<file path="config.mk">
export PLATFORM = sky130hd
export DESIGN_NAME = isc_capture
export DESIGN_NICKNAME = d
export VERILOG_FILES = /design/src/rtl/isc_pkg.sv /design/src/rtl/isc_sync.sv /design/src/rtl/isc_detect.sv /design/src/rtl/isc_regs.sv /design/src/rtl/isc_capture.sv
export SDC_FILE = /design/constraint.sdc
export NUM_CORES = 1
export LEC_CHECK = 0
export BUFFER_PORTS_ARGS = -buffer_cell sky130_fd_sc_hd__buf_2
export CAP_MARGIN = 20
export CELL_PAD_IN_SITES_DETAIL_PLACEMENT = 1
export CELL_PAD_IN_SITES_GLOBAL_PLACEMENT = 1
export CORE_ASPECT_RATIO = 1.75
export CORE_UTILIZATION = 32
export CTS_CLUSTER_DIAMETER = 30
export DETAILED_ROUTE_END_ITERATION = 10
export PLACE_DENSITY = 0.72
export REMOVE_ABC_BUFFERS = 1
export SETUP_SLACK_MARGIN = 0.1
export SYNTH_ARGS = -nofsm -noshare
export SYNTH_HDL_FRONTEND = slang
export SYNTH_SLANG_ARGS = --single-unit
</file>
<file path="constraint.sdc">
create_clock -name clk -period 13.4 [get_ports clk]
set_clock_uncertainty 0.1 [all_clocks]
set_input_delay 2.68 -clock clk [delete_from_list [all_inputs] [get_ports clk]]
set_output_delay 2.68 -clock clk [all_outputs]
set_load 0.01 [all_outputs]
</file>
<file path="src/rtl/isc_pkg.sv">
package isc_pkg;
  localparam int WORD_W   = 32;
  localparam int REGION_W = 3;
  localparam int WSEL_W   = 3;
  localparam int ADDR_W   = REGION_W + WSEL_W;

  typedef enum logic [REGION_W-1:0] {
    RGN_POL   = 3'd0,
    RGN_TYP   = 3'd1,
    RGN_STAT  = 3'd2,
    RGN_ENSET = 3'd3,
    RGN_ENCLR = 3'd4,
    RGN_INDEX = 3'd5,
    RGN_PEND  = 3'd6,
    RGN_NONE  = 3'd7
  } region_e;

  // word selects inside the index region
  localparam logic [WSEL_W-1:0] IDX_STAT_CLR = 3'd0;
  localparam logic [WSEL_W-1:0] IDX_EN_SET   = 3'd1;
  localparam logic [WSEL_W-1:0] IDX_EN_CLR   = 3'd2;
endpackage

</file>
<file path="src/rtl/isc_sync.sv">
module isc_sync #(
  parameter int WIDTH  = 64,
  parameter int STAGES = 2
) (
  input  logic             clk,
  input  logic             rst_n,
  input  logic [WIDTH-1:0] async_i,
  output logic [WIDTH-1:0] sync_o,
  output logic [WIDTH-1:0] prev_o
);
  logic [WIDTH-1:0] stage_q [STAGES];
  logic [WIDTH-1:0] prev_q;

  always_ff @(posedge clk or negedge rst_n) begin
    if (!rst_n) begin
      for (int s = 0; s < STAGES; s++) stage_q[s] <= '0;
      prev_q <= '0;
    end else begin
      stage_q[0] <= async_i;
      for (int s = 1; s < STAGES; s++) stage_q[s] <= stage_q[s-1];
      prev_q <= stage_q[STAGES-1];
    end
  end

  assign sync_o = stage_q[STAGES-1];
  assign prev_o = prev_q;
endmodule

</file>
<file path="src/rtl/isc_detect.sv">
module isc_detect #(
  parameter int NUM_SRC = 64
) (
  input  logic               clk,
  input  logic               rst_n,
  input  logic [NUM_SRC-1:0] sync_i,
  input  logic [NUM_SRC-1:0] prev_i,
  input  logic [NUM_SRC-1:0] pol_i,
  input  logic [NUM_SRC-1:0] typ_i,
  input  logic [NUM_SRC-1:0] clr_i,
  output logic [NUM_SRC-1:0] stat_o
);
  logic [NUM_SRC-1:0] set_v;
  logic [NUM_SRC-1:0] stat_d, stat_q;
  logic               stat_we;

  for (genvar n = 0; n < NUM_SRC; n++) begin : g_src
    logic rise_w, fall_w, edge_w, level_w;
    assign rise_w   = sync_i[n] & ~prev_i[n];
    assign fall_w   = ~sync_i[n] & prev_i[n];
    assign edge_w   = pol_i[n] ? rise_w : fall_w;
    assign level_w  = ~(sync_i[n] ^ pol_i[n]);
    assign set_v[n] = typ_i[n] ? edge_w : level_w;
  end

  // a detection in the same cycle as a clear wins
  always_comb begin
    stat_d  = set_v | (stat_q & ~clr_i);
    stat_we = |(set_v | clr_i);
  end

  always_ff @(posedge clk or negedge rst_n) begin
    if (!rst_n)       stat_q <= '0;
    else if (stat_we) stat_q <= stat_d;
  end

  assign stat_o = stat_q;
endmodule

</file>
<file path="src/rtl/isc_regs.sv">
module isc_regs import isc_pkg::*; #(
  parameter int NUM_SRC = 64
) (
  input  logic               clk,
  input  logic               rst_n,
  input  logic               wr_en,
  input  logic [ADDR_W-1:0]  addr,
  input  logic [WORD_W-1:0]  wdata,
  input  logic [NUM_SRC-1:0] stat_i,
  input  logic [NUM_SRC-1:0] pending_i,
  output logic [NUM_SRC-1:0] pol_o,
  output logic [NUM_SRC-1:0] typ_o,
  output logic [NUM_SRC-1:0] en_o,
  output logic [NUM_SRC-1:0] clr_o,
  output logic [WORD_W-1:0]  rdata
);
  localparam int NUM_WORDS = NUM_SRC / WORD_W;
  localparam int IDX_W     = $clog2(NUM_SRC);

  region_e            rgn;
  logic [WSEL_W-1:0]  wsel;
  logic               idx_ok;
  logic [NUM_SRC-1:0] one_v, idx_hot;
  logic [NUM_SRC-1:0] pol_d, pol_q, typ_d, typ_q, en_d, en_q;
  logic               pol_we, typ_we, en_we;

  assign rgn     = region_e'(addr[ADDR_W-1:WSEL_W]);
  assign wsel    = addr[WSEL_W-1:0];
  assign idx_ok  = wdata < WORD_W'(NUM_SRC);
  assign one_v   = {{(NUM_SRC-1){1'b0}}, 1'b1};
  assign idx_hot = idx_ok ? (one_v << wdata[IDX_W-1:0]) : '0;

  always_comb begin
    pol_d = pol_q;
    typ_d = typ_q;
    en_d  = en_q;
    clr_o = '0;
    for (int w = 0; w < NUM_WORDS; w++) begin
      if (wr_en && wsel == WSEL_W'(w)) begin
        unique case (rgn)
          RGN_POL:   pol_d[w*WORD_W +: WORD_W] = wdata;
          RGN_TYP:   typ_d[w*WORD_W +: WORD_W] = wdata;
          RGN_STAT:  clr_o[w*WORD_W +: WORD_W] = wdata;
          RGN_ENSET: en_d[w*WORD_W +: WORD_W]  = en_q[w*WORD_W +: WORD_W] | wdata;
          RGN_ENCLR: en_d[w*WORD_W +: WORD_W]  = en_q[w*WORD_W +: WORD_W] & ~wdata;
          default: ;
        endcase
      end
    end
    if (wr_en && rgn == RGN_INDEX) begin
      unique case (wsel)
        IDX_STAT_CLR: clr_o = clr_o | idx_hot;
        IDX_EN_SET:   en_d  = en_d | idx_hot;
        IDX_EN_CLR:   en_d  = en_d & ~idx_hot;
        default: ;
      endcase
    end
  end

  assign pol_we = wr_en && rgn == RGN_POL;
  assign typ_we = wr_en && rgn == RGN_TYP;
  assign en_we  = wr_en && (rgn == RGN_ENSET || rgn == RGN_ENCLR || rgn == RGN_INDEX);

  always_ff @(posedge clk or negedge rst_n) begin
    if (!rst_n) begin
      pol_q <= '1;
      typ_q <= '1;
      en_q  <= '0;
    end else begin
      if (pol_we) pol_q <= pol_d;
      if (typ_we) typ_q <= typ_d;
      if (en_we)  en_q  <= en_d;
    end
  end

  always_comb begin
    rdata = '0;
    for (int w = 0; w < NUM_WORDS; w++) begin
      if (wsel == WSEL_W'(w)) begin
        unique case (rgn)
          RGN_POL:              rdata = pol_q[w*WORD_W +: WORD_W];
          RGN_TYP:              rdata = typ_q[w*WORD_W +: WORD_W];
          RGN_STAT:             rdata = stat_i[w*WORD_W +: WORD_W];
          RGN_ENSET, RGN_ENCLR: rdata = en_q[w*WORD_W +: WORD_W];
          RGN_PEND:             rdata = pending_i[w*WORD_W +: WORD_W];
          default: ;
        endcase
      end
    end
  end

  assign pol_o = pol_q;
  assign typ_o = typ_q;
  assign en_o  = en_q;
endmodule

</file>
<file path="src/rtl/isc_capture.sv">
module isc_capture import isc_pkg::*; #(
  parameter int NUM_SRC     = 64,  // multiple of 32, at most 256
  parameter int SYNC_STAGES = 2
) (
  input  logic               clk,
  input  logic               rst_n,
  input  logic               wr_en,
  input  logic [ADDR_W-1:0]  addr,
  input  logic [WORD_W-1:0]  wdata,
  output logic [WORD_W-1:0]  rdata,
  input  logic [NUM_SRC-1:0] src_in,
  output logic [NUM_SRC-1:0] pending
);
  logic [1:0]         rst_sync_q;
  logic               rst_ni;
  logic [NUM_SRC-1:0] sync_v, prev_v, pol_v, typ_v, en_v, clr_v, stat_v;

  always_ff @(posedge clk or negedge rst_n) begin
    if (!rst_n) rst_sync_q <= '0;
    else        rst_sync_q <= {rst_sync_q[0], 1'b1};
  end
  assign rst_ni = rst_sync_q[1];

  isc_sync #(.WIDTH(NUM_SRC), .STAGES(SYNC_STAGES)) u_sync (
    .clk(clk), .rst_n(rst_ni), .async_i(src_in), .sync_o(sync_v), .prev_o(prev_v)
  );

  isc_detect #(.NUM_SRC(NUM_SRC)) u_detect (
    .clk(clk), .rst_n(rst_ni), .sync_i(sync_v), .prev_i(prev_v),
    .pol_i(pol_v), .typ_i(typ_v), .clr_i(clr_v), .stat_o(stat_v)
  );

  isc_regs #(.NUM_SRC(NUM_SRC)) u_regs (
    .clk(clk), .rst_n(rst_ni), .wr_en(wr_en), .addr(addr), .wdata(wdata),
    .stat_i(stat_v), .pending_i(pending), .pol_o(pol_v), .typ_o(typ_v),
    .en_o(en_v), .clr_o(clr_v), .rdata(rdata)
  );

  assign pending = stat_v & en_v;
endmodule

</file>
==> impl_metrics.json <==
{
  "dr.pass1.iters": 5,
  "syn_inst": 2057,
  "final_util_pct": 39.4,
  "port_buffers": 200,
  "outcome": "completed",
  "post_cts_buffers": 0,
  "grt_pass1_vias": 20100,
  "rows": 123,
  "reg2reg_to": "u_sync.sync_o[31]",
  "synthFlopType": "dfrtp_1",
  "cp.arrival_ns": 5.62,
  "worst_pin_slew_ns": 1.18,
  "nets": 2312,
  "endpoint_kind": "output port",
  "nFillCells": 7089,
  "syn_to_final_growth_pct": 21.4,
  "num_vias": 18700,
  "yosysSeqAreaShare_pct": 54.6,
  "power_frac_seq_pct": 39.0,
  "met3_length_um": 6020,
  "combinationalPowerShare_pct": 10.4,
  "grt_max_degree": 178,
  "num_io_pins": 201,
  "die_h_um": 340,
  "grt_antenna_before_repair": 5,
  "cp-start-kind": "input pin",
  "p_total_mw": 4.17,
  "p_clk_share_pct": 50.7,
  "synth_cell_type_count": 56,
  "cpMaxStageDelayCell": "o32ai_1",
  "cts_buffer_depth": 3,
  "first_iter_violations": 1354,
  "p_leak_nw": 10.0,
  "routed.top_layer": "met5",
  "required_ns": 10.62,
  "drive_gt1_share_pct": 27.8,
  "cts_sinks": 450,
  "min_period_ns": 8.40,
  "drcViolationCount": 0,
  "finalCritPeriodShare_pct": 62.7,
  "vias_per_cell": 6.07,
  "slew_viol_final": 0,
  "hold_viol": 0,
  "r2r_slack_ns": 10.94,
  "cts_made_buffers": 78,
  "path_class": "in -> out",
  "crit_path_cell_trace": "buf_2 > buf_4 > nor2b_4 > buf_4 > nand2_1 > and3_1 > o32ai_1 > buf_2",
  "ant_nets": 0,
  "cts_hold_buf": 0,
  "avgSynthCellArea_sq_um": 10.2,
  "gp_congestion": 0.878,
  "ys_warn_count": 0,
  "min_path_type": "reg -> async",
  "yosys_register_bits": 450,
  "cts.reportedPaths.clkPinSlew_ns": 0.05,
  "cts-root-buf": "clkbuf_16",
  "ys_async_sr_fraction_pct": 100,
  "cts_tree": "done",
  "hpwlAfterDp_um": 54000,
  "grt_use_total_pct": 25.1,
  "grt_pass1_wl_um": 126000,
  "r2r_cells": 2,
  "rr_startpoint": "rst_sync_q[1]",
  "cpPeakStageDelay_ns": 0.62,
  "p_per_area_mw_per_mm2": 164,
  "core_area_sq_mm": 0.0645,
  "cts_max_level": 3,
  "max-slew-margin-rel_pct": 20.9,
  "initial_core_util_pct": 32.4,
  "grt-ovfl-total": 0,
  "irDropWorstVdd_mv": 0.105,
  "switchingPower_mw": 1.16,
  "wl_met2_um": 40600,
  "setup_viol": 0,
  "die_w_um": 195,
  "drt-met1-wl_um": 30900,
  "cts-resized-gates": 0,
  "switching_share_pct": 27.8,
  "critPathMaxFanout": 46,
  "synth_enable_flop_cells": 0,
  "clock.fmax_ghz": 0.119,
  "clkLatencyLatePin_ns": 0.61,
  "fin_setup_tns_ns": 0,
  "cap_violations": 0,
  "routed_wirelength_um": 83800,
  "synth_area_sq_mm": 0.0209,
  "rsz0062_at_grt": "no",
  "wire_per_inst_um": 27.2,
  "die_area_sq_mm": 0.0664,
  "intPower_mw": 3.01
}
-- cell type report --
| type | count | area [sq um] | share of cell area [%] |
|---|---|---|---|
| diodes | 2 | 5.00 | 0.0197 |
| clock buffers | 86 | 2070 | 8.14 |
| clock inverters | 60 | 704 | 2.78 |
| inverters | 52 | 195 | 0.769 |
| multi-input cells | 1387 | 8640 | 34.0 |
| flip-flops and latches | 450 | 11400 | 45.0 |
| well taps | 812 | 1020 | 4.00 |
| repair buffers | 238 | 1330 | 5.25 |
-- power groups by stage --
stage | Combinational [mW] | Clock [mW] | Sequential (mW)
2_1_floorplan | 0.246 | 0 | 1.61
3_3_place_gp | 0.412 | 0 | 1.63
3_5_place_dp | 0.428 | 0 | 1.64
4_1_cts | 0.433 | 2.14 | 1.62
5_1_grt | 0.469 | 2.20 | 1.64
6_report | 0.431 | 2.11 | 1.62
-- placed cells by master (no fill, tap or decap), types with 14 or more instances in the layout --
master     instances
dfrtp_1          321
nand3_1           71
clkinv_4          16
inv_6             16
a31oi_1           81
nor2b_1           79
o31a_1            34
mux2_2            97
nand2_1          174
and2_1            64
o22ai_1          118
o21ai_0          197
inv_1             49
nor4_1            80
nor3_1           114
buf_2            199
buf_4             35
a21oi_1           19
and3_1            14
clkbuf_16         81
a22oi_1           71
dfstp_2          128
nor2_1            37
-- cell families (layout without fill, tap and decap cells) --
kind of cell           Yosys count  after routing  share of synthesized area (%)
and+or+nand+nor                685            685                           17.4
AOI/OAI and AO/OA              593            593                           17.9
DFF                            450            450                           54.6
buffers and inverters          220            436                           4.28
muxes                          108            108                           5.75
other                            1              3                         0.0179
-- layer usage --
metal	up-vias	GRT usage, %
met5	-	0
met4	6	18.7
met3	357	5.30
met2	961	41.4
met1	9485	28.6
li1	7917	-
-- worst max path at each step --
stage	slack, ns	endpoint	cells after the start	start
after CTS	5.06	rdata[30]	8	addr[3]
final	5.00	rdata[30]	8	addr[3]
after global placement	5.06	rdata[30]	8	addr[3]
after floorplan	0.05	u_detect.stat_o[0]	0	rst_sync_q[1]
after detailed placement	5.09	rdata[30]	8	addr[3]
after global routing	4.99	rdata[30]	8	addr[3]
-- critical path: cells and delay by family --
family | cells | cell delay [ns]
buffers and inverters | 4 | 1.68
AOI/OAI and AO/OA | 1 | 0.62
and+or+nand+nor | 3 | 0.54
-- flip-flops by register name, indices dropped and copies added, names as in the netlist --
| name | flops |
|---|---|
| rst_sync_q | 2 |
| u_detect.stat_o | 64 |
| u_regs.en_o | 64 |
| u_regs.pol_o | 64 |
| u_regs.typ_o | 64 |
| u_sync.prev_o | 64 |
| u_sync.stage_q | 64 |
| u_sync.sync_o | 64 |
-- Yosys cell counts (all sizes together) (19+ instances only) --
master	number	share of area, %
and2	66	2.0
dfstp	128	16
inv	51	0.92
dfrtp	322	39
a21oi	19	0.45
clkbuf	101	1.8
o21ai	206	4.9
a22oi	71	2.5
nand2	178	3.2
nor4	86	2.9
mux2	97	5.2
nor2b	80	2.4
nor2	37	0.66
buf	67	1.5
a31oi	81	2.4
nand3	72	1.7
o22ai	118	3.5
nor3	115	2.8
o31a	34	1.4
-- stage by stage --
| stage | area, sq um | setup WS (ns) | hold slack (ns) | cells |
|---|---|---|---|---|
| after floorplan | 20200 | 0.0527 | 0.231 | 1889 |
| after global placement | 22600 | 5.06 | 0.232 | 2936 |
| after detailed placement | 22600 | 5.09 | 0.236 | 2938 |
| after CTS | 25400 | 5.06 | 0.245 | 3084 |
| after global routing | 25400 | 4.99 | 0.251 | 3087 |
| final | 25400 | 5.00 | 0.216 | 3087 |
Power figures use the tool's default switching activity.
